### config.mk
export PLATFORM = sky130hd
export DESIGN_NAME = gpr_file
export DESIGN_NICKNAME = d
export VERILOG_FILES = /design/src/rtl/gpr_pkg.sv /design/src/rtl/gpr_index_decode.sv /design/src/rtl/gpr_read_port.sv /design/src/rtl/gpr_merge.sv /design/src/rtl/gpr_file.sv
export SDC_FILE = /design/constraint.sdc
export NUM_CORES = 2
export LEC_CHECK = 0
export BUFFER_PORTS_ARGS = -buffer_cell sky130_fd_sc_hd__buf_4
export CAP_MARGIN = 20
export CORE_ASPECT_RATIO = 1.25
export CORE_MARGIN = 8
export CORE_UTILIZATION = 50
export CTS_CLUSTER_DIAMETER = 120
export DETAILED_ROUTE_END_ITERATION = 16
export PLACE_DENSITY = 0.67
export RECOVER_POWER = 25
export SLEW_MARGIN = 20
export SYNTH_ARGS = -nofsm -noshare
export SYNTH_HDL_FRONTEND = slang
export SYNTH_SLANG_ARGS = --single-unit
### constraint.sdc
create_clock -name clk -period 2.7 [get_ports clk]
set_input_delay 0.27 -clock clk [delete_from_list [all_inputs] [get_ports clk]]
set_output_delay 0.27 -clock clk [all_outputs]
set_load 0.02 [all_outputs]
### src/rtl/gpr_pkg.sv
package gpr_pkg;

    parameter int GPR_W = 64;
    parameter int GPR_N = 16;
    localparam int IDX_W = $clog2(GPR_N);

    typedef enum logic [1:0] {
        SZ_BYTE  = 2'd0,
        SZ_WORD  = 2'd1,
        SZ_DWORD = 2'd2,
        SZ_QWORD = 2'd3
    } opsz_e;

    typedef struct packed {
        logic [IDX_W-1:0] phys;  // physical register number
        logic             hi;    // byte lane is bits 15:8
        logic             bad;   // index not reachable without prefix
    } sel_t;

    // Mask of the bits an operand of the given size covers
    function automatic logic [GPR_W-1:0] size_mask(opsz_e sz);
        case (sz)
            SZ_BYTE:  size_mask = {{(GPR_W-8){1'b0}},  8'hFF};
            SZ_WORD:  size_mask = {{(GPR_W-16){1'b0}}, 16'hFFFF};
            SZ_DWORD: size_mask = {{(GPR_W-32){1'b0}}, 32'hFFFF_FFFF};
            default:  size_mask = '1;
        endcase
    endfunction

endpackage

### src/rtl/gpr_index_decode.sv
module gpr_index_decode
    import gpr_pkg::*;
(
    input  logic [IDX_W-1:0] idx,
    input  opsz_e            sz,
    input  logic             prefix,
    output sel_t             sel
);
    // Upper half of the index space needs the prefix
    logic upper;
    logic legacy_hi;

    always_comb begin
        upper     = idx[IDX_W-1];
        legacy_hi = (sz == SZ_BYTE) && !prefix && !upper && idx[IDX_W-2];
        sel.bad   = !prefix && upper;
        sel.hi    = legacy_hi;
        if (legacy_hi)
            sel.phys = {2'b00, idx[IDX_W-3:0]};
        else
            sel.phys = idx;
    end

endmodule

### src/rtl/gpr_read_port.sv
module gpr_read_port
    import gpr_pkg::*;
(
    input  logic [GPR_N-1:0][GPR_W-1:0] regs,
    input  logic [IDX_W-1:0]            idx,
    input  opsz_e                       sz,
    input  logic                        prefix,
    output logic [GPR_W-1:0]            data,
    output logic                        bad
);
    sel_t             sel;
    logic [GPR_W-1:0] raw;

    gpr_index_decode u_dec (
        .idx    (idx),
        .sz     (sz),
        .prefix (prefix),
        .sel    (sel)
    );

    always_comb begin
        raw  = sel.hi ? (regs[sel.phys] >> 8) : regs[sel.phys];
        data = sel.bad ? '0 : (raw & size_mask(sz));
        bad  = sel.bad;
    end

endmodule

### src/rtl/gpr_merge.sv
module gpr_merge
    import gpr_pkg::*;
(
    input  logic [GPR_W-1:0] old_val,
    input  logic [GPR_W-1:0] wdata,
    input  opsz_e            sz,
    input  logic             hi,
    output logic [GPR_W-1:0] new_val
);
    always_comb begin
        case (sz)
            SZ_QWORD: new_val = wdata;
            SZ_DWORD: new_val = {{(GPR_W-32){1'b0}}, wdata[31:0]};
            SZ_WORD:  new_val = {old_val[GPR_W-1:16], wdata[15:0]};
            default: begin
                if (hi)
                    new_val = {old_val[GPR_W-1:16], wdata[7:0], old_val[7:0]};
                else
                    new_val = {old_val[GPR_W-1:8], wdata[7:0]};
            end
        endcase
    end

endmodule

### src/rtl/gpr_file.sv
module gpr_file
    import gpr_pkg::*;
#(
    parameter int N_RD = 2
) (
    input  logic                    clk,
    input  logic                    rst,
    input  logic [1:0]              op_size,
    input  logic                    ext_prefix,
    input  logic [IDX_W-1:0]        rd_idx_a,
    input  logic [IDX_W-1:0]        rd_idx_b,
    input  logic                    wr_en,
    input  logic [IDX_W-1:0]        wr_idx,
    input  logic [GPR_W-1:0]        wr_data,
    output logic [GPR_W-1:0]        rd_data_a,
    output logic [GPR_W-1:0]        rd_data_b,
    output logic                    bad_encoding
);
    opsz_e                            sz;
    logic [GPR_N-1:0][GPR_W-1:0]      regs;
    logic [N_RD-1:0][IDX_W-1:0]       rd_idx;
    logic [N_RD-1:0][GPR_W-1:0]       rd_data;
    logic [N_RD-1:0]                  rd_bad;
    sel_t                             wsel;
    logic [GPR_W-1:0]                 merged;
    logic                             wr_fire;
    logic [GPR_W-1:0]                 lane_mask;

    assign sz        = opsz_e'(op_size);
    assign rd_idx[0] = rd_idx_a;
    assign rd_idx[1] = rd_idx_b;
    assign rd_data_a = rd_data[0];
    assign rd_data_b = rd_data[1];

    for (genvar p = 0; p < N_RD; p++) begin : g_rd
        gpr_read_port u_port (
            .regs   (regs),
            .idx    (rd_idx[p]),
            .sz     (sz),
            .prefix (ext_prefix),
            .data   (rd_data[p]),
            .bad    (rd_bad[p])
        );
    end

    gpr_index_decode u_wdec (
        .idx    (wr_idx),
        .sz     (sz),
        .prefix (ext_prefix),
        .sel    (wsel)
    );

    gpr_merge u_merge (
        .old_val (regs[wsel.phys]),
        .wdata   (wr_data),
        .sz      (sz),
        .hi      (wsel.hi),
        .new_val (merged)
    );

    assign bad_encoding = (|rd_bad) || (wr_en && wsel.bad);
    assign wr_fire      = wr_en && !bad_encoding;
    assign lane_mask    = wsel.hi ? 64'h0000_0000_0000_FF00 : 64'h0000_0000_0000_00FF;

    always_ff @(posedge clk) begin
        if (rst)
            regs <= '0;
        else if (wr_fire)
            regs[wsel.phys] <= merged;
    end

    // full replacement at quadword size
    a_r1_qword_full: assert property (@(posedge clk) disable iff (rst)
        (wr_fire && sz == SZ_QWORD) |=> regs[$past(wsel.phys)] == $past(wr_data));

    // doubleword write clears the upper half
    a_r2_dword_zext: assert property (@(posedge clk) disable iff (rst)
        (wr_fire && sz == SZ_DWORD)
        |=> regs[$past(wsel.phys)] == {32'b0, $past(wr_data[31:0])});

    // word write keeps bits 63:16
    a_r3_word_keeps_upper: assert property (@(posedge clk) disable iff (rst)
        (wr_fire && sz == SZ_WORD)
        |=> regs[$past(wsel.phys)][GPR_W-1:16] == $past(regs[wsel.phys][GPR_W-1:16]));

    // byte write touches only its lane
    a_r4_byte_lane_only: assert property (@(posedge clk) disable iff (rst)
        (wr_fire && sz == SZ_BYTE)
        |=> ((regs[$past(wsel.phys)] ^ $past(regs[wsel.phys])) & ~$past(lane_mask)) == '0);

    // illegal request leaves the file unchanged
    a_r8_bad_no_write: assert property (@(posedge clk) disable iff (rst)
        bad_encoding |=> $stable(regs));

endmodule

==> Word-level counts from Yosys, hierarchy flattened <==
Index checks and enable logic that the tools add are counted.
{ "totals": {"register_bits": 1024, "wordCells": 65, "inputBits": 82} }
{ "classes": {"muxes": 19, "n_lt_le_gt_ge": 4, "n_eq_ne": 3, "reduce_logical": 21, "n_bitwise": 2} }
{ "ops": {"columns": ["op", "n"], "rows": [
  ["1024-bit bitwise mux", 1],
  ["64-bit binary-select mux with 4-bit select", 3],
  ["64-bit two-way mux", 8],
  ["64-bit one-hot mux with 3 select lines", 2],
  ["64-bit demux with 4-bit select", 1],
  ["64-bit bitwise AND", 2],
  ["16-bit two-way mux", 1],
  ["4-bit by 5-bit < comparator with 1-bit output (second input constant)", 3],
  ["1-bit logical AND", 13],
  ["4-bit two-way mux", 3],
  ["1-bit logical NOT", 5],
  ["2-bit == test (second input constant)", 2],
  ["4-bit by 1-bit >= comparator with 1-bit output (second input constant)", 1],
  ["2-bit by 1-bit == test with 1-bit output (second input constant)", 1],
  ["2-bit logical NOT", 1],
  ["2-bit OR reduction", 1],
  ["1-bit logical OR", 1]
]} }

==> Longest topological paths before layout <==
{ "depth": {"word_depth": 10, "ltp_mapped": 12, "mapped_depth_nobuf": 5} }

==> Hierarchy <==
Synthesis repeated with hierarchy kept, for this count alone.
{ "hier_totals": {"hier_cells": 5756, "area_unflattened_um2": 66531.3} }
{ "modules_own_cells": {"columns": ["mod", "area_per_inst_um2", "seq_area_each_um2", "cells_each", "n_inst"], "rows": [
  ["gpr_file", 46905.0, 20499.7, 4061, 1],
  ["gpr_read_port", 9320.2, 0.0, 787, 2],
  ["gpr_merge", 813.3, 0.0, 97, 1],
  ["gpr_index_decode", 57.6, 0.0, 8, 3]
]} }

==> Worst setup path before layout <==
No wires, ideal clock.
{ "synth_timing": {"path_type": "input -> output", "start": "in ext_prefix", "end": "out rd_data_b[12]", "slack_ns": 0.107, "n_path_buf": 4, "cell_stages": 9, "t_arrival_ns": 2.323, "path_cell_list": "buf_2 -> or3_1 -> buf_2 -> buf_2 -> o21ai_2 -> buf_2 -> nand2_1 -> and3_1 -> a211oi_1"} }
{ "synth_via": {"elab_chain_len": 10} }
{ "synth_lines": {"columns": ["element", "line_no", "rtl"], "rows": [
  ["start: declaration", "gpr_file.sv:9", "input logic ext_prefix,"],
  ["1-bit logical NOT *", "gpr_index_decode.sv:15, gpr_index_decode.sv:16", null],
  ["1-bit logical AND (3 in a row)", "gpr_index_decode.sv:15", "legacy_hi = (sz == SZ_BYTE) && !prefix && !upper && idx[IDX_W-2];"],
  ["4-bit two-way mux", "gpr_index_decode.sv:18", "if (legacy_hi)"],
  ["64-bit binary-select mux with 4-bit select", "gpr_read_port.sv:22", "raw = sel.hi ? (regs[sel.phys] >> 8) : regs[sel.phys];"],
  ["64-bit two-way mux (implied by the code)", "gpr_read_port.sv:22", null],
  ["64-bit two-way mux", "gpr_read_port.sv:22", null],
  ["64-bit bitwise AND", "gpr_read_port.sv:23", "data = sel.bad ? '0 : (raw & size_mask(sz));"],
  ["64-bit two-way mux *", "gpr_read_port.sv:23", null],
  ["end: declaration", "gpr_file.sv:16", "output logic [GPR_W-1:0] rd_data_b,"]
]} }
Every way passes the cells marked *; elsewhere a longest branch is shown, timed or not. The select of a mux whose other input is x is not followed.

==> Worst setup path in the final report <==
{ "layout_timing": {"start": "in wr_idx[1]", "end": "reg regs[259] in the netlist's numbering"} }
{ "layout_via": {"elab_chain_len": 6} }
{ "layout_lines": {"columns": ["element", "line_no", "rtl"], "rows": [
  ["start: declaration", "gpr_file.sv:13", "input logic [IDX_W-1:0] wr_idx,"],
  ["4-bit two-way mux *", "gpr_index_decode.sv:18", null],
  ["64-bit binary-select mux with 4-bit select (tied with other cells)", "gpr_file.sv:54", ".old_val (regs[wsel.phys]),"],
  ["64-bit two-way mux (implied by the code) or 1-bit logical AND (tied branches)", "gpr_file.sv:54, gpr_file.sv:69", null],
  ["16-bit two-way mux or 64-bit two-way mux (tied branches)", "gpr_merge.sv:16, gpr_file.sv:69", null],
  ["64-bit one-hot mux with 3 select lines or 64-bit demux with 4-bit select (tied branches)", "gpr_merge.sv:11, gpr_file.sv:69", null],
  ["1024-bit bitwise mux *", "gpr_file.sv:69", "regs[wsel.phys] <= merged;"],
  ["end signal: indexed assignment", "gpr_file.sv:69", null],
  ["end: declaration", "gpr_file.sv:20", "logic [GPR_N-1:0][GPR_W-1:0] regs;"]
]} }
Marks and branches as above.
A chain may end at the register's enable or synchronous reset.

==> qor.csv <==
stage,metric,value,unit
clock_tree,Clock transition at path regs,0.06,ns
final_layout,proportion of layout cells with a drive suffix above 1,0.2712,
setup_path,startpoint types,primary input,
setup_path,reg2reg start,regs[224]$_SDFFE_PP0P_,
hold_path,Hold Path Class,primary input to flop,
clock_tree,clock latency on the worst-skew pair,0.73,ns
final_layout,area added between synthesis and finish,15.83,%
floorplan,Die Wd,324.5,um
timing,final worst path period share,1.006,
power_and_ir_drop,worst ir drop on vdd,580.2,uV
global_routing,grt ovf,0,
timing,Max Fclk,0.3681,GHz
place,Final GP Congestion,0.9150,
timing,endpoints failing hold,0,
setup_path,Reg2Reg Depth,6,
floorplan,num rows,141,
power_and_ir_drop,PD cells,537.6,nW/um2
routing,DR pass1 iterations,6,
synthesis,synthesized area,59480,um2
place,PortBufs,210,
power_and_ir_drop,Pleak,24.41,nW
synthesis,"FF+latch count, synth",1024,
floorplan,die height,401.6,um
floorplan,initial core utilization,0.5032,
clock_tree,H-tree levels,3,
setup_path,Worst EP required,3.26,ns
clock_tree,setup bufs post-CTS,0,
global_routing,global-route wire length before repair,325100,um
floorplan,I/O pins,211,
global_routing,GR Util All Layers,0.3214,
final_layout,Largest regs,regs x1024,
timing,hold_ws,0.05958,ns
synthesis,Netlist cell types,56,
synthesis,"Seq/Total Area, Yosys",0.3447,
timing,Worst-Margin Slew,1.265,ns
synthesis,ys flop type,dfxtp_1,
routing,Vias,52070,
routing,WL final,218800,um
place,dpl cells,7258,
synthesis,"top cells by count, synth","1024 x dfxtp_1, 656 x mux4_2, 535 x o21ai_0",
final_layout,fin cells,7491,
routing,final routed DRC violation total,0,
synthesis,Area contributors post-synth,"dfxtp_1 34%, mux4_2 25%, a211oi_1 6.7%",
synthesis,Post-Syn Instances,5750,
job,max cap viols,0,
clock_tree,CTS Buffer Depth,3,
clock_tree,CTS Root Buffer Type,clkbuf_16,
run_status,status,finished with violations,
floorplan,core area,118200,um2
timing,Layout Skew,0.04727,ns
timing,minimum clock period,2.717,ns
setup_path,Setup CP Type,primary input to flop,
setup_path,Crit. End Element,flop,
setup_path,RR Endpoint,regs[160]$_SDFFE_PP0P_,
floorplan,die area,130300,um2
global_routing,antenna violations before repair,5,
timing,RSZ-0062 raised after global routing,yes,
global_routing,pin count of the biggest net entering global routing,221,
setup_path,crit path DAT,3.28,ns
timing,pins over their slew limit,0,
timing,Final setup viols,14,
clock_tree,total CTS buffers,110,
run_status,failing checks,setup timing,
final_layout,Nets,5901,
routing,Initial DRC Count,6091,
final_layout,Largest Register,regs,
clock_tree,CTS tree,yes,
place,detailed placement HPWL,138800,um
routing,post-route antenna net violation count,0,
synthesis,top-count cell post-synth,dfxtp_1,
setup_path,CP Max Fanout,49,
setup_path,crit path from,wr_idx[1],
setup_path,R2R Setup Slk,0.54,ns
synthesis,Post-synth EDFFs,0,
timing,Worst slew margin,0.1564,
routing,WL per Instance,29.21,um
synthesis,Mapped Nets,5832,
final_layout,max FFs per register,1024,
setup_path,crit path to,regs[259]$_SDFFE_PP0P_,
synthesis,asr flop ratio synth,0,
synthesis,Yosys top cell by area,dfxtp_1,
synthesis,mean area per synthesized cell,10.34,um2
timing,setup ws final,-0.01674,ns
synthesis,share of the synthesized area in the top cell type,0.3447,
routing,vias per inst,6.950,
power_and_ir_drop,Total Power,37.03,mW
clock_tree,CTS Sinks,1024,
synthesis,Yosys Warn Count,0,
global_routing,via count of the first global-routing pass,50500,
kinds of logic (layout without fill, tap and decap cells):
group / after synthesis / count (layout) / synth area share
AO/OA/AOI/OAI: 1775 / 1775 / 0.1973
buffers and inverters: 713 / 874 / 0.05711
flip-flops: 1024 / 1024 / 0.3447
multiplexers: 964 / 964 / 0.3002
other: 0 / 7 / 0
AND/OR/NAND/NOR: 1274 / 1274 / 0.1007
worst max-delay path, cell delays in order:
cell	delay, ns
clkbuf_4	0.91
clkbuf_2	0.63
clkbuf_2	0.29
mux4_2	0.51
mux2i_1	0.16
buf_2	0.29
a211oi_1	0.12
report_power, final:
group	switching [mW]	total, mW	internal (mW)
sequential	0.156	15.4	15.3
clock	6.73	16.8	10.1
combinational	2.95	4.77	1.82
repair_timing:
action / CTS / global route
hold buffers: 26 / 0
cloned: 0 / 0
pin swaps: 0 / 2
endpoints found under the hold margin: 145 / 0
resized for setup: 21 / 8
setup endpoints to repair: 30 / 13
cell type report:
class | instances | area (um2)
inverters | 4 | 23.77
multi-input cells | 4013 | 35820
diodes | 7 | 17.52
clock buffers | 145 | 3107
well taps | 1573 | 1968
flip-flops and latches | 1024 | 20500
fillers | 9903 | 49310
repair buffers | 666 | 6575
clock inverters | 59 | 882.1
how the worst min path moves through the flow:
stage / end / cells after the start / from / slack, ns
floorplan: regs[415]$_SDFFE_PP0P_ / 2 / regs[415]$_SDFFE_PP0P_ / 0.46
detailed placement: regs[399]$_SDFFE_PP0P_ / 2 / regs[399]$_SDFFE_PP0P_ / 0.48
CTS: regs[637]$_SDFFE_PP0P_ / 4 / wr_data[61] / 0.008
global placement: regs[725]$_SDFFE_PP0P_ / 2 / regs[725]$_SDFFE_PP0P_ / 0.47
finish: regs[562]$_SDFFE_PP0P_ / 4 / wr_data[50] / 0.06
global route: regs[818]$_SDFFE_PP0P_ / 4 / wr_data[50] / 0.05
layout by cell type (no fill, tap or decap), drive strengths merged, types with 28 or more instances in the layout:
master / netlist / layout
nand3: 394 / 394
o21ai: 584 / 584
mux4: 656 / 656
and2: 46 / 46
clkinv: 0 / 33
nand2: 212 / 212
mux2i: 308 / 308
buf: 305 / 604
dfxtp: 1024 / 1024
a221oi: 32 / 32
a22o: 40 / 40
a21oi: 356 / 356
and3: 162 / 162
nor2: 408 / 408
o21bai: 88 / 88
a22oi: 28 / 28
a211oi: 535 / 535
clkbuf: 404 / 181
o22ai: 48 / 48
layer usage:
metal,GRT usage,routed length [um]
met5,0.001473,20
met4,0.1984,15490
met3,0.07800,24840
met2,0.5024,99160
met1,0.4009,79270
stage by stage:
step           cell area (um2)    util  setup slack [ns]  setup TNS, ns
5_1_grt                  68880  0.5827          -0.05587        -0.4248
3_5_place_dp             64800  0.5483           -0.3481         -1.035
3_3_place_gp             64800  0.5483           -0.3805        -0.6573
6_report                 68890  0.5829          -0.01674        -0.1057
4_1_cts                  69110  0.5847          0.002911              0
2_1_floorplan            59480       -            0.1067              0
No activity file was read; power rests on OpenSTA's default activity.
